`src/rtl/risc16_pkg.sv`:
```
package risc16_pkg;

    localparam int unsigned OPC_W = 4;

    typedef enum logic [OPC_W-1:0] {
        OP_NOP   = 4'h0,
        OP_ADD   = 4'h1,
        OP_SUB   = 4'h2,
        OP_AND   = 4'h3,
        OP_OR    = 4'h4,
        OP_XOR   = 4'h5,
        OP_NOT   = 4'h6,
        OP_SHL   = 4'h7,
        OP_SHR   = 4'h8,
        OP_MUL   = 4'h9,
        OP_ADDI  = 4'hA,
        OP_ANDI  = 4'hB,
        OP_LOAD  = 4'hC,
        OP_STORE = 4'hD,
        OP_JMP   = 4'hE,
        OP_BZ    = 4'hF
    } opcode_e;

endpackage

```
`src/rtl/risc16_regfile.sv`:
```
module risc16_regfile #(
    parameter int DATA_W = 16,
    parameter int REG_AW = 4
) (
    input  logic              clk,
    input  logic              rst,
    input  logic              we,
    input  logic [REG_AW-1:0] waddr,
    input  logic [DATA_W-1:0] wdata,
    input  logic [REG_AW-1:0] raddr_a,
    input  logic [REG_AW-1:0] raddr_b,
    output logic [DATA_W-1:0] rdata_a,
    output logic [DATA_W-1:0] rdata_b
);
    localparam int NREG = 1 << REG_AW;

    logic [DATA_W-1:0] regs [NREG];

    for (genvar g = 0; g < NREG; g++) begin : g_reg
        always_ff @(posedge clk) begin
            if (rst) begin
                regs[g] <= '0;
            end else if (we && (waddr == REG_AW'(g))) begin
                regs[g] <= wdata;
            end
        end
    end

    assign rdata_a = regs[raddr_a];
    assign rdata_b = regs[raddr_b];

endmodule

```
`src/rtl/risc16_mult.sv`:
```
module risc16_mult #(
    parameter int W = 16
) (
    input  logic [W-1:0] a,
    input  logic [W-1:0] b,
    output logic [W-1:0] p
);
    // shift-and-add chain; only the low W bits of the product are kept
    logic [W-1:0] acc [W+1];

    assign acc[0] = '0;

    for (genvar i = 0; i < W; i++) begin : g_pp
        assign acc[i+1] = acc[i] + (b[i] ? (a << i) : '0);
    end

    assign p = acc[W];

endmodule

```
`src/rtl/risc16_alu.sv`:
```
module risc16_alu
    import risc16_pkg::*;
#(
    parameter int DATA_W = 16
) (
    input  opcode_e           op,
    input  logic [DATA_W-1:0] a,
    input  logic [DATA_W-1:0] b,
    input  logic [DATA_W-1:0] mul_p,
    output logic [DATA_W-1:0] y
);
    localparam int SH_W = $clog2(DATA_W);

    logic [SH_W-1:0] shamt;
    assign shamt = b[SH_W-1:0];

    always_comb begin
        unique case (op)
            OP_ADD, OP_ADDI: y = a + b;
            OP_SUB:          y = a - b;
            OP_AND, OP_ANDI: y = a & b;
            OP_OR:           y = a | b;
            OP_XOR:          y = a ^ b;
            OP_NOT:          y = ~a;
            OP_SHL:          y = a << shamt;
            OP_SHR:          y = a >> shamt;
            OP_MUL:          y = mul_p;
            OP_NOP, OP_LOAD, OP_STORE, OP_JMP, OP_BZ: y = '0;
        endcase
    end

endmodule

```
`src/rtl/risc16_core.sv`:
```
module risc16_core
    import risc16_pkg::*;
#(
    parameter  int DATA_W  = 16,
    parameter  int REG_AW  = 4,
    parameter  int IMM_W   = 12,
    localparam int INSTR_W = OPC_W + 2 * REG_AW + IMM_W
) (
    input  logic               clk,
    input  logic               rst,
    output logic [IMM_W-1:0]   imem_addr,
    input  logic [INSTR_W-1:0] imem_data,
    output logic [IMM_W-1:0]   dmem_addr,
    output logic [DATA_W-1:0]  dmem_wdata,
    output logic               dmem_we,
    input  logic [DATA_W-1:0]  dmem_rdata
);
    localparam int RD_HI  = INSTR_W - OPC_W - 1;
    localparam int RS1_HI = RD_HI - REG_AW;

    // decode fields
    opcode_e           opc;
    logic [REG_AW-1:0] f_rd, f_rs1, f_rs2;
    logic [IMM_W-1:0]  f_imm;

    assign opc   = opcode_e'(imem_data[INSTR_W-1 -: OPC_W]);
    assign f_rd  = imem_data[RD_HI -: REG_AW];
    assign f_rs1 = imem_data[RS1_HI -: REG_AW];
    assign f_imm = imem_data[IMM_W-1:0];
    assign f_rs2 = f_imm[IMM_W-1 -: REG_AW];

    // architectural state
    logic [IMM_W-1:0] pc;
    logic             zflag;

    // control
    logic is_alu, use_imm, rf_we, from_mem, st_en, jump_taken;

    always_comb begin
        is_alu     = 1'b0;
        use_imm    = 1'b0;
        rf_we      = 1'b0;
        from_mem   = 1'b0;
        st_en      = 1'b0;
        jump_taken = 1'b0;
        unique case (opc)
            OP_ADD, OP_SUB, OP_AND, OP_OR, OP_XOR, OP_NOT,
            OP_SHL, OP_SHR, OP_MUL: begin
                is_alu = 1'b1;
                rf_we  = 1'b1;
            end
            OP_ADDI, OP_ANDI: begin
                is_alu  = 1'b1;
                rf_we   = 1'b1;
                use_imm = 1'b1;
            end
            OP_LOAD: begin
                rf_we    = 1'b1;
                from_mem = 1'b1;
            end
            OP_STORE: st_en      = 1'b1;
            OP_JMP:   jump_taken = 1'b1;
            OP_BZ:    jump_taken = zflag;
            OP_NOP:   ;
        endcase
    end

    // datapath
    logic [DATA_W-1:0] rs1_val, rs2_val, opnd_b, mul_p, alu_y, wb_val;

    risc16_regfile #(.DATA_W(DATA_W), .REG_AW(REG_AW)) u_rf (
        .clk     (clk),
        .rst     (rst),
        .we      (rf_we && !rst),
        .waddr   (f_rd),
        .wdata   (wb_val),
        .raddr_a (f_rs1),
        .raddr_b (f_rs2),
        .rdata_a (rs1_val),
        .rdata_b (rs2_val)
    );

    assign opnd_b = use_imm ? {{(DATA_W-IMM_W){1'b0}}, f_imm} : rs2_val;

    risc16_mult #(.W(DATA_W)) u_mul (
        .a (rs1_val),
        .b (opnd_b),
        .p (mul_p)
    );

    risc16_alu #(.DATA_W(DATA_W)) u_alu (
        .op    (opc),
        .a     (rs1_val),
        .b     (opnd_b),
        .mul_p (mul_p),
        .y     (alu_y)
    );

    assign wb_val = from_mem ? dmem_rdata : alu_y;

    // ports
    assign imem_addr  = pc;
    assign dmem_addr  = f_imm;
    assign dmem_wdata = rs1_val;
    assign dmem_we    = st_en && !rst;

    // state register
    always_ff @(posedge clk) begin
        if (rst) begin
            pc    <= '0;
            zflag <= 1'b0;
        end else begin
            pc <= jump_taken ? f_imm : pc + IMM_W'(1);
            if (is_alu) begin
                zflag <= (alu_y == '0);
            end
        end
    end

    // checks
    a_r2_pc_step: assert property (@(posedge clk) disable iff (rst)
        !jump_taken |=> (pc == $past(pc) + IMM_W'(1)));

    a_r9_jump_target: assert property (@(posedge clk) disable iff (rst)
        jump_taken |=> (pc == $past(f_imm)));

    a_r7_we_store_only: assert property (@(posedge clk) disable iff (rst)
        dmem_we |-> (opc == OP_STORE));

    a_r8_zero_hold: assert property (@(posedge clk) disable iff (rst)
        !is_alu |=> $stable(zflag));

    a_r8_zero_from_alu: assert property (@(posedge clk) disable iff (rst)
        is_alu |=> (zflag == ($past(alu_y) == '0)));

endmodule

```
`config.mk`:
```
export PLATFORM = sky130hd
export DESIGN_NAME = risc16_core
export DESIGN_NICKNAME = d
export VERILOG_FILES = /design/src/rtl/risc16_pkg.sv /design/src/rtl/risc16_regfile.sv /design/src/rtl/risc16_mult.sv /design/src/rtl/risc16_alu.sv /design/src/rtl/risc16_core.sv
export SDC_FILE = /design/constraint.sdc
export NUM_CORES = 1
export LEC_CHECK = 0
export ABC_CLOCK_PERIOD_IN_PS = 16300
export BUFFER_PORTS_ARGS = -buffer_cell sky130_fd_sc_hd__buf_4
export CAP_MARGIN = 5
export CORE_MARGIN = 8
export CORE_UTILIZATION = 55
export DETAILED_ROUTE_END_ITERATION = 10
export PLACE_DENSITY = 0.72
export SKIP_LAST_GASP = 1
export SLEW_MARGIN = 20
export SYNTH_ARGS = -nofsm -noshare
export SYNTH_HDL_FRONTEND = slang
export SYNTH_SLANG_ARGS = --single-unit
```
`constraint.sdc`:
```
create_clock -name clk -period 16.3 [get_ports clk]
set_input_delay 0.815 -clock clk [delete_from_list [all_inputs] [get_ports clk]]
set_output_delay 0.815 -clock clk [all_outputs]
set_load 0.005 [all_outputs]
```
After elaboration in Yosys (flattened, before gate mapping)
Memory sizes are Yosys's and may differ from the RTL's.
Index checks and enable logic that the tools add are counted.

storage, ports and cells
  bits in writable memories = 256
  output and inout port bits = 41
  register bits after elaboration = 13
  memories = 1

cells by class
  shifts and indexed selects = 2
  bitwise logic cells = 20
  mux-type cells = 92
  equal/unequal tests = 30
  add/sub/neg operators = 18
  reduce and logical (&&, ||, !) cells = 28

memories
  memory     words  bits a word  read ports  clocked after memory_dff  wr ports  line                  RTL
  u_rf.regs  16     16           2           0                         16        risc16_regfile.sv:17  logic [DATA_W-1:0] regs [NREG];

operators with widths
  kind                                                              count
  16-bit 2-to-1 mux                                                 34
  16-bit adder                                                      16
  16-bit case mux with 10 select lines                              1
  4-bit == test (second input constant)                             16
  1-bit 2-to-1 mux                                                  55
  4-bit by 3-bit == test with 1-bit output (second input constant)  8
  1-bit logical AND                                                 18
  16-bit AND                                                        1
  4-bit by 2-bit == test with 1-bit output (second input constant)  4
  16-bit zero test                                                  1
  16-bit inverter                                                   1
  1-bit OR                                                          16
  16-bit OR                                                         1
  16-bit by 4-bit << shifter with 16-bit output                     1
  16-bit by 4-bit >> shifter with 16-bit output                     1
  16-bit subtractor                                                 1
  16-bit bitwise XOR                                                1
  12-bit by 1-bit adder with 12-bit output (second input constant)  1
  12-bit 2-to-1 mux                                                 1
  12-bit OR reduction                                               1
  11-bit OR reduction                                               1
  4-bit by 1-bit == test with 1-bit output (second input constant)  2
  4-bit zero test                                                   2
  2-bit OR reduction                                                3
  3 further kinds                                                   3

Longest topological paths before layout
Gate-level depths: netlist (run 1).

  depth after elaboration = 23
  mapped depth = 38

Modules after synthesis
Synthesis (run 1) repeated with hierarchy kept, for this count alone.

unflattened totals
  cells, all modules = 1903
  area total of the unflattened synthesis = 21894.7 µm²

modules (own cells, without submodules)
  module          seq. area each (µm²)  instances  cells an instance  area each (µm²)
  risc16_regfile  7687.4                1          868                13500.4
  risc16_mult     0.0                   1          409                3654.8
  risc16_alu      0.0                   1          495                3557.2
  risc16_core     260.2                 1          131                1182.4

Worst setup path before layout (run 1)
No wires, ideal clock.

  kind = input to register
  start = in imem_data[21]
  end = mem u_rf.regs[6][15], data pin
  cell stages on the path = 37
  data required time = 16.034 ns
  data arrival time = 8.684 ns
  path slack = 7.350 ns
  setup time = 0.266 ns
  cell sequence = buf_2 -> and3b_1 -> clkbuf_1 -> nor2_1 -> a32oi_1 -> and2_1 -> buf_2 -> inv_1 -> buf_2 -> buf_1 -> clkbuf_1 -> buf_1 -> nand2_1 -> fa_1 -> inv_1 -> fa_1 -> inv_1 -> fa_1 -> inv_1 -> fa_1 -> ha_1 -> ha_1 -> ha_1 -> fa_1 -> a21o_1 -> a21oi_1 -> o21bai_1 -> a21oi_1 -> o21bai_1 -> a21oi_1 -> xnor3_1 -> xnor3_1 -> nand2_1 -> nand4_1 -> o31ai_2 -> buf_2 -> nor2_1

RTL lines
  what                line                  RTL
  start: declaration  risc16_core.sv:12     input logic [INSTR_W-1:0] imem_data,
  end: declaration    risc16_regfile.sv:17

==> results.sh, run 1 <==
export IMPL_outcome="finished, final reports clean"
export IMPL_drive_above_1_share_pct=15.5
export IMPL_post_cts_buffers=0
export IMPL_dieWidth_um=215
export IMPL_path_clk_slew_ns=0.07
export IMPL_clk_root_buffer_cell="clkbuf_16"
export IMPL_power_leakage_nw=9.39
export IMPL_fin_ws_ns=6.84
export IMPL_htree_levels=1
export IMPL_grt_total_usage_pct=31.8
export IMPL_synth_area_um2=21700
export IMPL_vias_per_cell=6.95
export IMPL_die_area_um2=46100
export IMPL_grt_pass1_vias=17801
export IMPL_cp_start_kind="input pin"
export IMPL_max_freq_mhz=106
export IMPL_clock_skew_ns=0.0260
export IMPL_io_pins=83
export IMPL_seq_area_frac_synth_pct=36.6
export IMPL_firstDrtPassIters=8
export IMPL_critPathMaxFanout=47
export IMPL_synth_edf_count=256
export IMPL_synth_cell_types=92
export IMPL_crit_start="imem_data[8]"
export IMPL_drtIter0Drc=2229
export IMPL_drv_slew=0
export IMPL_end_kind="flip-flop"
export IMPL_drt_wl_total_um=75900
export IMPL_grt_pass1_wl_um=111000
export IMPL_grt_max_degree=54
export IMPL_yosys_warnings=0
export IMPL_wl_per_cell_um=29.9
export IMPL_die_height_um=215
export IMPL_cts_hold_fix_buffers=0
export IMPL_cts_num_sinks=269
export IMPL_holdCritStartpoint="imem_addr[0]"
export IMPL_cpPeakStageDelay_ns=0.68
export IMPL_gr_total_overflow=0
export IMPL_cts_path_max_buffers=3
export IMPL_async_flop_share_pct=0
export IMPL_cts_repair_resize_count=0
export IMPL_rsz0062_at_grt="false"
export IMPL_ir_drop_v=0.0000972
export IMPL_n_antenna_cell=0
export IMPL_totalPowerFinal_mw=2.76
export IMPL_initial_core_util_pct=55.9
export IMPL_cap_violations=0
export IMPL_dpl_hpwl_um=53800
export IMPL_final_util_pct=60.2
export IMPL_nNetsFinal=2219
export IMPL_critPathSlowestCell="buf_4"
export IMPL_synth_nets=2208
export IMPL_p_per_area_nw_per_um2=118
export IMPL_coreArea_um2=38800
export IMPL_hold_violations=0
export IMPL_detail_route_antenna_nets=0
export IMPL_setup_violations=0
export IMPL_worstPathArrival_ns=9.71
export IMPL_crit_type="input pin to flip-flop"
export IMPL_syn_avg_cell_area_um2=10.9
export IMPL_r2r_start="u_rf.regs[15][1]"
export IMPL_fp_row_count=72
export IMPL_final_cells=2540
export IMPL_period_minus_slack_ns=9.46
export IMPL_cts_buffers=25
export IMPL_area_growth_syn_to_layout_pct=7.75
export IMPL_antenna_found_initial=0
export IMPL_dpl_cell_count=2496
export IMPL_hold_class="flip-flop to flip-flop"
export IMPL_fin_setup_tns_ns=0
export IMPL_vias=17649
export IMPL_synthFlopType="edfxtp_1"
export IMPL_clk_latency_ns=0.53
export IMPL_postSynthCellCount=1994
export IMPL_gp_congestion=1.01
export IMPL_slew_headroom_pct=17.9
export IMPL_cts_tree="done"
export IMPL_place_ws_ns=6.04
export IMPL_tightestPinTransition_ns=1.23
export IMPL_worstPathRequired_ns=16.55
export IMPL_period_share_pct=58.0
export IMPL_io_buffers=82
export IMPL_drcViolationCount=0
export IMPL_ys_seq_elements=269
==> cell usage after synthesis, drive strengths merged (29+ instances only) <==
cell type	count	share of area (%)
nor2	379	6.6
edfxtp	256	35
nand2	140	2.4
mux4	134	14
inv	130	2.2
ha	87	5.0
fa	85	7.8
buf	78	2.6
clkbuf	74	1.3
a21oi	68	1.6
mux2i	57	2.6
nand3	56	1.3
xnor2	47	1.9
o21ai	46	1.1
nand2b	29	0.84
nor3	29	0.67
==> power breakdown <==
part	total (mW)	leakage, nW	internal (mW)	switching (mW)
Sequential	0.807	2.76	0.789	0.0178
Combinational	1.37	6.24	0.537	0.837
Clock	0.578	0.394	0.326	0.252
Total	2.76	9.39	1.65	1.11
==> final timing paths <==
path	end	slack (ns)	depth (start not counted)
setup / recovery	u_rf.regs[10][15]	6.84	29
hold / removal	imem_addr[0]	0.54	1
setup reg to reg	u_rf.regs[10][15]	7.59	30
hold reg to reg	imem_addr[0]	0.54	1
==> logic make-up after synthesis <==
kind of cell	synth area share [%]
simple gates	14.0
flops	36.6
buf+inv	6.15
compound gates	9.84
xor+xnor	2.82
mux	17.7
fa+ha+maj	12.9
==> worst max-delay path, delay by kind of cell <==
family          cells  cell delay [ns]
simple gates        4             0.59
compound gates      3             1.37
xor+xnor            7             1.41
fa+ha+maj           6             2.81
mux                 1             0.58
buf+inv             8             2.03
==> layout make-up <==
cell class | count | area (um2)
repair buffers | 136 | 1030
inverters | 132 | 495
fillers | 3138 | 15500
flip-flops and latches | 269 | 7950
clock buffers | 27 | 633
clock inverters | 17 | 153
multi-input cells | 1441 | 12500
well taps | 518 | 648
==> through the flow <==
step / hold WS [ns] / area [um2]
3_5_place_dp: 0.525 / 22600
6_report: 0.536 / 23400
4_1_cts: 0.535 / 23300
3_3_place_gp: 0.514 / 22500
2_1_floorplan: 0.489 / 21700
5_1_grt: 0.568 / 23400
==> placed cells by master (no fill, tap or decap), drive strengths merged, types with 12 or more instances in the layout <==
cell type  netlist  layout
nor2           379     379
edfxtp         256     256
nand2          140     140
buf             78     136
mux4           134     134
inv            130     130
ha              87      87
fa              85      85
a21oi           68      68
mux2i           57      57
nand3           56      56
xnor2           47      47
o21ai           46      46
nor3            29      29
nand2b          29      29
a211oi          28      28
clkbuf          74      27
a21o            17      17
o211ai          16      16
clkinv           2      16
a22oi           15      15
a31oi           13      13
dfxtp           13      13
and2            13      13
o22ai           12      12
mux2            12      12
==> state kept, by name, summed over array words and instances (netlist names) <==
signal     cells
u_rf.regs    256
imem_addr     12
zflag          1
==> routing by layer <==
metal	part of all wire [%]	wire length, um	global-route usage (%)
met2	47	35600	52.1
met1	34	25600	37.9
met5	0	0	0
met3	11	8430	5.99
met4	8.2	6240	21.8
No activity file was read; power rests on OpenSTA's default activity.
==> run 2: changes to the inputs <==
--- a/config.mk
+++ b/config.mk
@@ -5,13 +5,13 @@
 export SDC_FILE = /design/constraint.sdc
 export NUM_CORES = 1
 export LEC_CHECK = 0
-export ABC_CLOCK_PERIOD_IN_PS = 16300
+export ABC_CLOCK_PERIOD_IN_PS = 8200
 export BUFFER_PORTS_ARGS = -buffer_cell sky130_fd_sc_hd__buf_4
 export CAP_MARGIN = 5
 export CORE_MARGIN = 8
 export CORE_UTILIZATION = 55
 export DETAILED_ROUTE_END_ITERATION = 10
-export PLACE_DENSITY = 0.72
+export PLACE_DENSITY = 0.75
 export SKIP_LAST_GASP = 1
 export SLEW_MARGIN = 20
 export SYNTH_ARGS = -nofsm -noshare
==> constraint.sdc (replaced) <==
create_clock -name clk -period 8.2 [get_ports clk]
set_input_delay 0.41 -clock clk [delete_from_list [all_inputs] [get_ports clk]]
set_output_delay 0.41 -clock clk [all_outputs]
set_load 0.005 [all_outputs]
==> run 2 against run 1 <==
  * Total power increased by 100%
  * Worst setup slack worse by 6.5 ns
  * Clock power up 100%
  * Routed wire length increased by 3.6%
  * Clock skew decreased by 0.014 ns
  * First-iteration DRC count grew 7.9%
  * Final cell count grew 3.4%
  * Design area rose by 3.4%
  * Global-route usage up 1.6 points
  * Sequential share of layout area down 1.1 points
  * Critical path type is now flip-flop to flip-flop
  * Largest power group unchanged
==> results.sh, run 2 (synthesis gave the netlist of run 1 again) <==
export IMPL_outcome="finished, final reports clean"
export IMPL_worstPathArrival_ns=8.13
export IMPL_met2_length_um=37300
export IMPL_end_kind="flip-flop"
export IMPL_hold_violations=0
export IMPL_holdWs_ns=0.154
export IMPL_grt_pass1_wl_um=117000
export IMPL_nNetsFinal=2304
export IMPL_p_per_area_nw_per_um2=233
export IMPL_max_freq_mhz=127
export IMPL_final_common_cell="nor2_1"
export IMPL_drtIter0Drc=2406
export IMPL_final_util_pct=62.2
export IMPL_power_leakage_nw=9.85
export IMPL_die_area_um2=46100
export IMPL_path_clk_slew_ns=0.07
export IMPL_grt_pass1_vias=18281
export IMPL_setup_violations=0
export IMPL_grt_max_degree=39
export IMPL_clk_root_buffer_cell="clkbuf_16"
export IMPL_gr_total_overflow=0
export IMPL_p_seq_share_pct=28.5
export IMPL_clock_skew_ns=0.0124
export IMPL_worstPathRequired_ns=8.44
export IMPL_firstDrtPassIters=9
export IMPL_p_switching_mw=2.25
export IMPL_drive_above_1_share_pct=19.3
export IMPL_totalPowerFinal_mw=5.63
export IMPL_drcViolationCount=0
export IMPL_detail_route_antenna_nets=0
export IMPL_sw_frac_of_total_pct=40.0
export IMPL_cts_num_sinks=269
export IMPL_hold_class="input pin to flip-flop"
export IMPL_top_register="u_rf.regs"
export IMPL_vias=18009
export IMPL_io_pins=83
export IMPL_coreArea_um2=38800
export IMPL_fin_ws_ns=0.306
export IMPL_cp_start_kind="flip-flop"
export IMPL_period_minus_slack_ns=7.89
export IMPL_path_common_cell="fa_1"
export IMPL_cpPeakStageDelay_ns=0.53
export IMPL_met3_length_um=8280
export IMPL_ir_drop_v=0.000215
export IMPL_vias_per_cell=6.86
export IMPL_cts_hold_fix_buffers=0
export IMPL_layout_common_cells="nor2_1 (376), edfxtp_1 (256), buf_4 (210)"
export IMPL_fin_setup_tns_ns=0
export IMPL_highest_layer="met5"
export IMPL_area_growth_syn_to_layout_pct=11.4
export IMPL_dpl_hpwl_um=57300
export IMPL_crit_type="flip-flop to flip-flop"
export IMPL_tightestPinTransition_ns=1.20
export IMPL_cts_buffers=25
export IMPL_largest_reg_flops=256
export IMPL_die_height_um=215
export IMPL_gp_congestion=1.03
export IMPL_wl_per_cell_um=29.9
export IMPL_slew_headroom_pct=20.0
export IMPL_critPathSlowestCell="fa_1"
export IMPL_initial_core_util_pct=55.9
export IMPL_fp_row_count=72
export IMPL_dpl_cell_count=2580
export IMPL_drv_slew=0
export IMPL_p_int_mw=3.38
export IMPL_antenna_found_initial=1
export IMPL_wl_met1_um=27400
export IMPL_final_cells=2626
export IMPL_cap_violations=0
export IMPL_cts_path_max_buffers=3
export IMPL_io_buffers=82
export IMPL_place_ws_ns=-0.0614
export IMPL_comb_power_share_pct=50.7
export IMPL_cts_tree="done"
export IMPL_dieWidth_um=215
export IMPL_htree_levels=1
export IMPL_critPathMaxFanout=16
export IMPL_period_share_pct=96.3
export IMPL_drt_wl_total_um=78600
export IMPL_grt_total_usage_pct=33.4
export IMPL_clk_latency_ns=0.53
export IMPL_power_frac_clock_pct=20.8
export IMPL_n_antenna_cell=0
export IMPL_final_area_um2=24200
export IMPL_placed_area_um2=23300
export IMPL_rsz0062_at_grt="true"
[run 2: area by class of cell]
| type | count | area [um2] |
|---|---|---|
| clock buffer | 29 | 641 |
| clock inverter | 16 | 160 |
| fill | 3094 | 14700 |
| inverter | 132 | 495 |
| multi-input combinational | 1441 | 12500 |
| sequential | 269 | 7950 |
| tap | 518 | 648 |
| timing repair buffer | 221 | 1790 |
[run 2: per-layer routing]
| layer | track usage, % | vias to the layer above |
|---|---|---|
| met5 | 0 | - |
| met4 | 19.4 | 2 |
| met3 | 6.40 | 369 |
| met2 | 55.3 | 1379 |
| met1 | 40.7 | 8794 |
| li1 | - | 7465 |
[run 2: power groups by stage]
stage	sequential, mW	clock (mW)	combinational [mW]
final	1.60	1.17	2.86
after floorplan	1.61	0	1.85
after global placement	1.62	0	2.75
after global routing	1.61	1.21	3.12
after CTS	1.60	1.17	2.82
after detailed placement	1.63	0	2.80
[run 2: worst paths after layout]
path	depth (start not counted)	slack, ns	end	startpoint
worst max-delay path	30	0.31	u_rf.regs[12][15]	u_rf.regs[7][4]
worst min register to register	1	0.52	imem_addr[0]	imem_addr[0]
worst max register to register	30	0.31	u_rf.regs[12][15]	u_rf.regs[7][4]
worst min-delay path	3	0.15	imem_addr[1]	imem_data[1]
[run 2: worst max-delay path, delay by kind of cell, from the launching register on]
| family | cells | cell delay, ns |
|---|---|---|
| compound gates | 7 | 1.26 |
| xor+xnor | 2 | 0.45 |
| fa+ha+maj | 8 | 2.96 |
| buf+inv | 6 | 0.95 |
| flops | 1 | 0.40 |
| mux | 3 | 1.16 |
| simple gates | 4 | 0.39 |
[run 2: timing repair]
item / 4_1_cts / 5_1_grt
buffers inserted: 0 / 1
resized for setup: 0 / 2
endpoints found under the setup margin: 0 / 11
